**config.mk**
```make
export PLATFORM = sky130hd
export DESIGN_NAME = halfstep_clk_div
export DESIGN_NICKNAME = d
export VERILOG_FILES = /design/src/rtl/hsdiv_pkg.sv /design/src/rtl/hs_front_cell.sv /design/src/rtl/hs_mod_cell.sv /design/src/rtl/hs_retime.sv /design/src/rtl/halfstep_clk_div.sv
export SDC_FILE = /design/constraint.sdc
export NUM_CORES = 1
export LEC_CHECK = 0
export CORE_MARGIN = 3
export CORE_UTILIZATION = 30
export CTS_BUF_LIST = sky130_fd_sc_hd__clkbuf_16
export CTS_CLUSTER_DIAMETER = 80
export CTS_CLUSTER_SIZE = 12
export DETAILED_ROUTE_END_ITERATION = 10
export DONT_BUFFER_PORTS = 1
export MAX_ROUTING_LAYER = met4
export PLACE_DENSITY_LB_ADDON = 0.2
export SLEW_MARGIN = 20
export SYNTH_ARGS = -nofsm -noshare
export SYNTH_HDL_FRONTEND = slang
export SYNTH_HIERARCHICAL = 1
export SYNTH_SLANG_ARGS = --single-unit
```
**constraint.sdc**
```tcl
create_clock -name clk -period 8.2 [get_ports clk]
set_input_delay 1.64 -clock clk [delete_from_list [all_inputs] [get_ports clk]]
set_output_delay 1.64 -clock clk [all_outputs]
set_load 0.05 [all_outputs]
```
**src/rtl/hsdiv_pkg.sv**
```systemverilog
package hsdiv_pkg;
  // Half-period pair: [1] level after the rising input edge, [0] after the falling one
  typedef logic [1:0] half_pair_t;

  localparam half_pair_t PAIR_LOW       = 2'b00;
  localparam half_pair_t PAIR_HIGH      = 2'b11;
  localparam half_pair_t PAIR_RISE_LATE = 2'b01;
  localparam half_pair_t PAIR_FALL_LATE = 2'b10;
endpackage

```
**src/rtl/hs_front_cell.sv**
```systemverilog
// Half-step front stage: nominally one pulse per input cycle; when asked,
// stretches one of its periods by one input half-period.
module hs_front_cell (
  input  logic clk,
  input  logic rst,
  input  logic stretch_en_i,   // half-step bit of the ratio
  input  logic mod_i,          // request from the first 2/3 cell
  output logic pulse_o,        // pulse this cycle
  output logic late_o          // pulse sits in the falling half
);
  logic late_q;   // current half-phase of the pulse train
  logic done_q;   // stretch already taken, waiting for the delayed pulse
  logic want;

  assign want = stretch_en_i & mod_i & ~done_q;

  always_comb begin
    if (want && !late_q) begin
      pulse_o = 1'b1;
      late_o  = 1'b1;
    end else if (want && late_q) begin
      pulse_o = 1'b0;
      late_o  = 1'b0;
    end else begin
      pulse_o = 1'b1;
      late_o  = late_q;
    end
  end

  always_ff @(posedge clk) begin
    if (rst) begin
      late_q <= 1'b0;
      done_q <= 1'b0;
    end else begin
      late_q <= want ? ~late_q : late_q;
      done_q <= want & late_q;
    end
  end

  // a stretch never costs more than one missing pulse
  a_r1_no_double_gap: assert property (@(posedge clk) disable iff (rst)
    !pulse_o |=> pulse_o);
endmodule

```
**src/rtl/hs_mod_cell.sv**
```systemverilog
// Divide-by-2/3 cell driven by enable pulses from the faster neighbour.
module hs_mod_cell (
  input  logic clk,
  input  logic rst,
  input  logic en_i,       // one pulse per input period of this cell
  input  logic mod_i,      // request from the slower neighbour
  input  logic swallow_i,  // ratio bit of this cell
  output logic en_o,       // end of this cell's output period
  output logic mod_o       // request toward the faster neighbour
);
  logic [1:0] cnt_q;
  logic       last;

  assign last  = (cnt_q == ((swallow_i && mod_i) ? 2'd2 : 2'd1));
  assign en_o  = en_i & last;
  assign mod_o = mod_i & last;

  always_ff @(posedge clk) begin
    if (rst)       cnt_q <= 2'd0;
    else if (en_i) cnt_q <= last ? 2'd0 : cnt_q + 2'd1;
  end

  // the third count exists only while a swallow is requested
  a_r1_swallow_on_request: assert property (@(posedge clk) disable iff (rst)
    (cnt_q == 2'd2) |-> (swallow_i && mod_i));
endmodule

```
**src/rtl/hs_retime.sv**
```systemverilog
// Retiming stage: two registers (one per clock half) form the fractional
// pulse; a toggle forms the 50% duty integer output.
module hs_retime
  import hsdiv_pkg::*;
(
  input  logic       clk,
  input  logic       rst,
  input  logic       ev_i,       // chain end-of-period event
  input  logic       ev_late_i,  // event lies in the falling half
  input  logic       int_mode_i,
  output half_pair_t frac_o,
  output half_pair_t int_o
);
  logic       carry_q;
  logic       tog_q;
  half_pair_t frac_n, int_n;
  half_pair_t frac_q, int_q;

  always_comb begin
    if (ev_i && !ev_late_i) frac_n = PAIR_HIGH;
    else if (ev_i)          frac_n = PAIR_RISE_LATE;
    else if (carry_q)       frac_n = PAIR_FALL_LATE;
    else                    frac_n = PAIR_LOW;

    if (ev_i && !ev_late_i) int_n = {~tog_q, ~tog_q};
    else if (ev_i)          int_n = {tog_q, ~tog_q};
    else                    int_n = {tog_q, tog_q};
  end

  always_ff @(posedge clk) begin
    if (rst) begin
      carry_q <= 1'b0;
      tog_q   <= 1'b0;
      frac_q  <= PAIR_LOW;
      int_q   <= PAIR_LOW;
      frac_o  <= PAIR_LOW;
      int_o   <= PAIR_LOW;
    end else begin
      carry_q <= ev_i & ev_late_i;
      tog_q   <= ev_i ? ~tog_q : tog_q;
      frac_q  <= frac_n;
      int_q   <= int_n;
      frac_o  <= int_mode_i ? PAIR_LOW : frac_n;
      int_o   <= int_mode_i ? int_n : PAIR_LOW;
    end
  end

  // a pulse starting in the rising half ends after it
  a_r7_pulse_early: assert property (@(posedge clk) disable iff (rst)
    (frac_q == PAIR_HIGH) |=> (frac_q == PAIR_LOW));
  // a pulse starting in the falling half covers the next rising half only
  a_r7_pulse_late: assert property (@(posedge clk) disable iff (rst)
    (frac_q == PAIR_RISE_LATE) |=> (frac_q == PAIR_FALL_LATE));
  // a late rise of the integer output is followed by a full high cycle
  a_r3_rise_holds: assert property (@(posedge clk) disable iff (rst)
    (int_q == PAIR_RISE_LATE) |=> (int_q == PAIR_HIGH));
  // a late fall of the integer output is followed by a full low cycle
  a_r3_fall_holds: assert property (@(posedge clk) disable iff (rst)
    (int_q == PAIR_FALL_LATE) |=> (int_q == PAIR_LOW));
endmodule

```
**src/rtl/halfstep_clk_div.sv**
```systemverilog
module halfstep_clk_div
  import hsdiv_pkg::*;
#(
  parameter int N_CELLS = 7
) (
  input  logic               clk,
  input  logic               rst,
  input  logic [N_CELLS:0]   ratio_i,
  input  logic               int_mode_i,
  output logic [1:0]         frac_clk_o,
  output logic [1:0]         int_clk_o
);
  localparam int RW = N_CELLS + 1;

  logic [RW-1:0]      ratio_q;
  logic               front_pulse, front_late;
  logic [N_CELLS-1:0] en_out, mod_out;
  logic               boundary;
  half_pair_t         frac_pair, int_pair;

  // ratio word is taken in only at a period boundary
  always_ff @(posedge clk) begin
    if (rst || boundary) ratio_q <= ratio_i;
  end

  hs_front_cell u_front (
    .clk          (clk),
    .rst          (rst),
    .stretch_en_i (ratio_q[0]),
    .mod_i        (mod_out[0]),
    .pulse_o      (front_pulse),
    .late_o       (front_late)
  );

  for (genvar k = 0; k < N_CELLS; k++) begin : g_cell
    logic en_in, mod_in;
    if (k == 0) begin : g_head
      assign en_in = front_pulse;
    end else begin : g_body
      assign en_in = en_out[k-1];
    end
    if (k == N_CELLS - 1) begin : g_tail
      assign mod_in = 1'b1;
    end else begin : g_link
      assign mod_in = mod_out[k+1];
    end
    hs_mod_cell u_cell (
      .clk       (clk),
      .rst       (rst),
      .en_i      (en_in),
      .mod_i     (mod_in),
      .swallow_i (ratio_q[k+1]),
      .en_o      (en_out[k]),
      .mod_o     (mod_out[k])
    );
  end

  assign boundary = en_out[N_CELLS-1];

  hs_retime u_retime (
    .clk        (clk),
    .rst        (rst),
    .ev_i       (boundary),
    .ev_late_i  (front_late),
    .int_mode_i (int_mode_i),
    .frac_o     (frac_pair),
    .int_o      (int_pair)
  );

  assign frac_clk_o = frac_pair;
  assign int_clk_o  = int_pair;

  // the held ratio moves only at a chain boundary
  a_r4_ratio_held: assert property (@(posedge clk) disable iff (rst)
    !boundary |=> $stable(ratio_q));
  // only the selected output may carry a level
  a_r5_one_output: assert property (@(posedge clk) disable iff (rst)
    !((frac_clk_o != 2'b00) && (int_clk_o != 2'b00)));
endmodule

```
==> key figures, run 1 <==
GRT
  – Vias in the first global route: 1119
  – Initial antenna violation count: 0
  – First-pass GRT wire length: 4.85 mm
  – Met3 usage: 2.93%
  – GR peak layer: met2
  – Largest net degree at the start of global routing: 24
  – Met1 GRT Util: 11.6%
  – GR met2 Demand/Resource: 16.2%
  – Congestion Overflow GR: 0
  – GRT Overall Usage: 10.2%

STA
  – Setup ws final: 1.15 ns
  – Final Max Slew Viols: 0
  – Worst Tran Pin Value: 0.620 ns
  – Max_slew headroom: 58.3%
  – Achievable Freq: 142 MHz
  – Final worst-path cycle share: 85.9%
  – Final setup viols: 0
  – Clock skew: 0.00658 ns
  – Unrepaired setup endpoints after global routing: no
  – TNS Setup: 0 ns
  – Fin. Hold Viols: 0
  – Final min period: 7.05 ns

Die
  – Die height: 77.0 um
  – Die Width: 77.0 um
  – # rows: 25
  – I/O pins: 15
  – Initial Util: 31.6%
  – Die footprint: 5930 um^2
  – Core Region: 4790 um^2

Critical path
  – Critical-path cell with the highest stage delay: a21boi_0
  – CP Max Fanout: 8
  – Critical path arrival: 6.96 ns
  – Reg-to-Reg Start: ratio_q[7]
  – CP Cell Sequence: nand2b_1, a21boi_0, a21boi_0, a21boi_0, a21boi_0, a21boi_0, a21boi_0, nand4b_1, a21oi_1, inv_2, a21oi_1, inv_2, a21oi_1, inv_2, a21oi_1, inv_2, a21oi_1, inv_2, a21oi_1, inv_2, a21oi_1, or2_1
  – Most Frequent Cell on Critical Path: a21oi_1
  – Crit start category: register
  – CP max stage delay: 0.57 ns
  – Worst setup path class: reg -> reg
  – Worst Setup SP: ratio_q[7]
  – Crit end category: register
  – Required time worst endpoint: 8.11 ns

Cells and area
  – Share of layout cells above drive strength 1: 13.0%
  – Final core utilization: 36.6%
  – N_diodes: 0
  – Fillers: 488
  – Fin nets: 187
  – Multi-input combinational cell area: 820 um^2
  – Register area: 681 um^2
  – Layout area overhead: 15.9%
  – Final non-filler cell total: 244

Placed design
  – Placed Cells: 236
  – Port Buffer Count: 0
  – Placer Congestion: 0.718
  – DP HPWL: 1.98 mm
  – Placement Setup Slack: 1.18 ns

Drt
  – Routed Antenna Nets: 0
  – WL final: 2.83 mm
  – Via count: 1222
  – DR pass1 iterations: 4
  – Mean routed wirelength per cell: 11.6 um
  – Vias/cell: 5.01
  – Initial DRC count: 124
  – DRC viols: 0

Status
  – Status: completed

Yosys
  – Seq/Total Area, Yosys: 45.0%
  – Synth Instances: 164
  – Synth Warn #: 6
  – Post-synth top area cell: dfxtp_1
  – Register bit total from synthesis: 30
  – Synth area leaders: dfxtp_1, edfxtp_1, a21oi_1
  – Synth Area per Inst: 9.22 um^2
  – Synth top area share: 29.1%
  – Post-Synthesis Cell Area: 1510 um^2
  – Count of cell types in the netlist: 23

Pwr
  – Max VDD drop: 98.1 uV
  – Power Density: 194 nW/um^2
  – LEAKAGE: 0.546 nW

Clocking
  – # Post-CTS Setup Buffers: 0
  – CTS tree: built
  – Post-CTS sizing: 0
  – CTS Buf Count: 5
  – Clock Path Buffers: 2
  – Clock Tree Root: clkbuf_16
  – H-tree depth: 2
  – Reg clk slew, reported paths: 0.05 ns
  – Clk Latency, worst-skew pair: 0.27 ns
  – Hold_buf cts: 0
  – Clock Sinks: 30

Min path
  – Hold Startpoint: g_cell[4].u_cell/cnt_q[0]
  – Worst min path class: reg -> reg

Job
  – MaxCap Viol Count: 0
-- Yosys cell counts (all sizes together) --
cell / instances
nand4: 7
xnor2: 3
a21boi: 7
nand3b: 8
o21ai: 7
and2b: 9
nor3: 2
nand4b: 8
mux2: 1
a21oi: 29
nand2: 22
edfxtp: 8
conb: 1
dfxtp: 22
nor2: 6
a311o: 7
inv: 8
or2: 1
nand2b: 8
-- cell type report --
class	instances	share of cell area (%)
inverters	8	1.71
multi-input cells	131	46.8
flip-flops and latches	30	38.9
clock inverters	3	0.714
well taps	67	4.79
clock buffers	5	7.14
-- layout by cell type, fill, tap and decap left out, types with 3 or more instances in the layout --
cell / synthesis / final
a21oi_2: 7 / 7
dfxtp_1: 22 / 22
nor2_1: 6 / 6
conb_1: 1 / 6
o21ai_0: 7 / 7
and2b_1: 8 / 8
a21boi_0: 7 / 7
a21oi_1: 22 / 22
nand2b_1: 8 / 8
nand2_1: 22 / 22
xnor2_1: 3 / 3
a311o_1: 7 / 7
edfxtp_1: 8 / 8
clkbuf_16: 0 / 5
nand4b_1: 8 / 8
nand4_1: 7 / 7
nand3b_1: 7 / 7
inv_2: 7 / 7
-- sequential cells by signal, summed over array words and instances, names as in the netlist --
name / flops
g_cell.u_cell/cnt_q: 14
ratio_q: 8
u_retime/frac_o: 2
u_retime/int_o: 2
u_front/done_q: 1
u_front/late_q: 1
u_retime/carry_q: 1
u_retime/tog_q: 1
-- worst paths after layout --
path	end	cells past startpoint	slack, ns
hold reg to reg	g_cell[4].u_cell/cnt_q[0]	2	0.52
hold / removal	g_cell[4].u_cell/cnt_q[0]	2	0.52
setup / recovery	ratio_q[0]	22	1.15
setup reg to reg	ratio_q[0]	22	1.15
-- worst max-delay path, delay by kind of cell, from the launching register on --
family	cells	cell delay, ns
flip-flops	1	0.47
AND/OR/NAND/NOR	3	0.80
AO/OA/AOI/OAI	13	4.92
buffers and inverters	6	0.49
-- report_power, final --
part	total, mW	internal, mW	leakage (nW)	switching [mW]
Sequential	0.163	0.157	0.256	0.00631
Combinational	0.00923	0.00460	0.218	0.00463
Clock	0.167	0.109	0.0724	0.0581
Total	0.340	0.271	0.546	0.0691
-- through the flow --
stage	total power, mW	hold WS (ns)	area, um^2
2_1_floorplan	0.173	0.482	1530
3_3_place_gp	0.175	0.501	1610
3_5_place_dp	0.175	0.508	1610
4_1_cts	0.347	0.522	1750
5_1_grt	0.355	0.538	1750
6_report	0.340	0.520	1750
-- per-layer routing --
layer  share of wire [%]  vias to the layer above
met5                   0                        -
met4                 2.3                        0
met3                 3.2                        6
met2                  48                       19
met1                  46                      573
li1                    -                      624
-- cell families (layout without fill, tap and decap cells) --
kind of cell | after synthesis | in the layout | synth area share, %
simple gates | 71 | 71 | 28.2
other cells | 1 | 6 | 0.248
buf+inv | 8 | 16 | 1.99
compound gates | 50 | 50 | 21.8
flops | 30 | 30 | 45.0
xor+xnor | 3 | 3 | 1.74
mux | 1 | 1 | 0.993
No activity file was read; power rests on OpenSTA's default activity.
==> inputs of run 2 (changes only) <==
--- a/config.mk
+++ b/config.mk
@@ -12,7 +12,6 @@
 export CTS_CLUSTER_SIZE = 12
 export DETAILED_ROUTE_END_ITERATION = 10
 export DONT_BUFFER_PORTS = 1
-export MAX_ROUTING_LAYER = met4
 export PLACE_DENSITY_LB_ADDON = 0.2
 export SLEW_MARGIN = 20
 export SYNTH_ARGS = -nofsm -noshare
==> key figures, run 2 (synthesized netlist as in run 1, its figures left out) <==
Clocking
  – CTS tree: built
  – CTS Buf Count: 5 (unchanged)
  – Post-CTS sizing: 0 (unchanged)
  – Reg clk slew, reported paths: 0.05 ns (about the same)
  – Clock Path Buffers: 2 (unchanged)
  – Hold_buf cts: 0 (unchanged)
  – # Post-CTS Setup Buffers: 0 (unchanged)
  – H-tree depth: 2 (unchanged)
  – Clock Tree Root: clkbuf_16
  – Clock Sinks: 30 (unchanged)
  – Clk Latency, worst-skew pair: 0.27 ns (about the same)

Cells and area
  – Final core utilization: 36.6% (unchanged)
  – Design Area, Final: 1750 um^2 (unchanged)
  – Share of layout cells above drive strength 1: 13.0% (unchanged)
  – Multi-input combinational cell area: 820 um^2 (unchanged)
  – Most frequent cells in the layout: nand2_1, a21oi_1, dfxtp_1
  – Biggest register: g_cell.u_cell/cnt_q
  – Layout area overhead: 15.9% (unchanged)
  – Fillers: 488 (unchanged)
  – Register area: 681 um^2 (unchanged)
  – Largest register FFs: 14 (unchanged)
  – N_diodes: 0 (unchanged)
  – Fin nets: 187 (unchanged)
  – Final non-filler cell total: 244 (unchanged)
  – Largest registers: g_cell.u_cell/cnt_q: 14 flops, ratio_q: 8 flops

Critical path
  – Crit end category: register
  – Crit start category: register
  – CP Max Fanout: 8 (unchanged)
  – Required time worst endpoint: 8.11 ns (about the same)
  – Worst setup path class: reg -> reg
  – Critical path arrival: 6.99 ns (+0.03 ns)

Die
  – Die height: 77.0 um (unchanged)
  – Initial Util: 31.6% (unchanged)
  – Die Width: 77.0 um (unchanged)
  – # rows: 25 (unchanged)
  – I/O pins: 15 (unchanged)
  – Die footprint: 5930 um^2 (unchanged)
  – Core Region: 4790 um^2 (unchanged)

Drt
  – Routed Antenna Nets: 0 (unchanged)
  – Vias/cell: 4.95 (-1.2%)
  – Initial DRC count: 125 (+0.81%)
  – WL final: 2.83 mm (about the same)
  – DR pass1 iterations: 4 (unchanged)
  – Mean routed wirelength per cell: 11.6 um (about the same)
  – DRC viols: 0 (unchanged)
  – Via count: 1207 (-1.2%)

GRT
  – Congestion Overflow GR: 0 (unchanged)
  – Largest net degree at the start of global routing: 24 (unchanged)
  – Vias in the first global route: 1115 (-0.36%)
  – GRT Overall Usage: 9.94% (-0.28 points)
  – First-pass GRT wire length: 4.85 mm (unchanged)
  – Initial antenna violation count: 0 (unchanged)

Status
  – Status: completed

STA
  – Unrepaired setup endpoints after global routing: no
  – TNS Setup: 0 ns (unchanged)
  – Worst Tran Pin Value: 0.621 ns (+0.00134 ns)
  – Final min period: 7.07 ns (+0.0282 ns)
  – Final worst-path cycle share: 86.3% (+0.34 points)
  – Final Max Slew Viols: 0 (unchanged)
  – Clock skew: 0.00599 ns (-0.000594 ns)
  – Fin. Hold Viols: 0 (unchanged)
  – Achievable Freq: 141 MHz (-0.40%)
  – Hold_ws: 0.520 ns (+0.0000690 ns)
  – Final setup viols: 0 (unchanged)
  – Max_slew headroom: 58.2% (-0.090 points)

Pwr
  – Power Density: 194 nW/um^2 (about the same)
  – LEAKAGE: 0.546 nW (unchanged)
  – Max VDD drop: 98.1 uV (about the same)

Placed design
  – Placed inst area: 1610 um^2 (unchanged)
  – DP HPWL: 1.98 mm (unchanged)
  – Placed Cells: 236 (unchanged)
  – Placer Congestion: 0.710 (-1.1%)
  – Port Buffer Count: 0 (unchanged)

Min path
  – Worst min path class: reg -> reg

Job
  – MaxCap Viol Count: 0 (unchanged)
-- run 2: cell counts in the layout (fill, tap and decap cells not counted) --
No cell type changed its count.
-- run 2: where the power goes --
| group | internal [mW] | switching (mW) | leakage, nW |
|---|---|---|---|
| Clock | 0.109 | 0.0582 | 0.0724 |
| Combinational | 0.00460 | 0.00462 | 0.218 |
| Sequential | 0.157 | 0.00622 | 0.256 |
| Total | 0.271 | 0.0690 | 0.546 |
-- run 2: per-layer routing --
layer / vias to the layer above / track usage [%] / wire length, um
met5: - / 0 / 0
met4: 0 / 5.52 / 64
li1: 623 / - / -
met2: 17 / 16.2 / 1360
met3: 6 / 2.93 / 88
met1: 561 / 11.6 / 1320
-- run 2: worst max-delay path: stages, from the launching register on --
cell and delay [ns]:
edfxtp_1 0.47, nand2b_1 0.19, a21boi_0 0.50, a21boi_0 0.55, a21boi_0 0.54, a21boi_0 0.56, a21boi_0 0.58, a21boi_0 0.59
nand4b_1 0.17, a21oi_1 0.22, inv_2 0.08, a21oi_1 0.23, inv_2 0.08, a21oi_1 0.21, inv_2 0.08, a21oi_1 0.21
inv_2 0.08, a21oi_1 0.21, inv_2 0.09, a21oi_1 0.21, inv_2 0.08, a21oi_1 0.34, or2_1 0.43
-- run 2: final cells by class --
cell class,count,share of cell area [%]
Clock buffer,5,7.14
Multi-Input combinational cell,131,46.8
Sequential cell,30,38.9
Inverter,8,1.71
Clock inverter,3,0.714
Tap cell,67,4.79
-- run 2: final timing paths --
path / startpoint / endpoint / slack (ns) / cells after the start
worst max-delay path: ratio_q[7] / ratio_q[1] / 1.13 / 22
worst min-delay path: g_cell[4].u_cell/cnt_q[0] / g_cell[4].u_cell/cnt_q[0] / 0.52 / 2
worst max register to register: ratio_q[7] / ratio_q[1] / 1.13 / 22
worst min register to register: g_cell[4].u_cell/cnt_q[0] / g_cell[4].u_cell/cnt_q[0] / 0.52 / 2
-- run 2: per-stage QoR --
step	setup slack (ns)	power (mW)
floorplan	2.48	0.173
global placement	1.27	0.175
detailed placement	1.18	0.175
CTS	1.14	0.347
global route	0.0467	0.355
finish	1.13	0.340
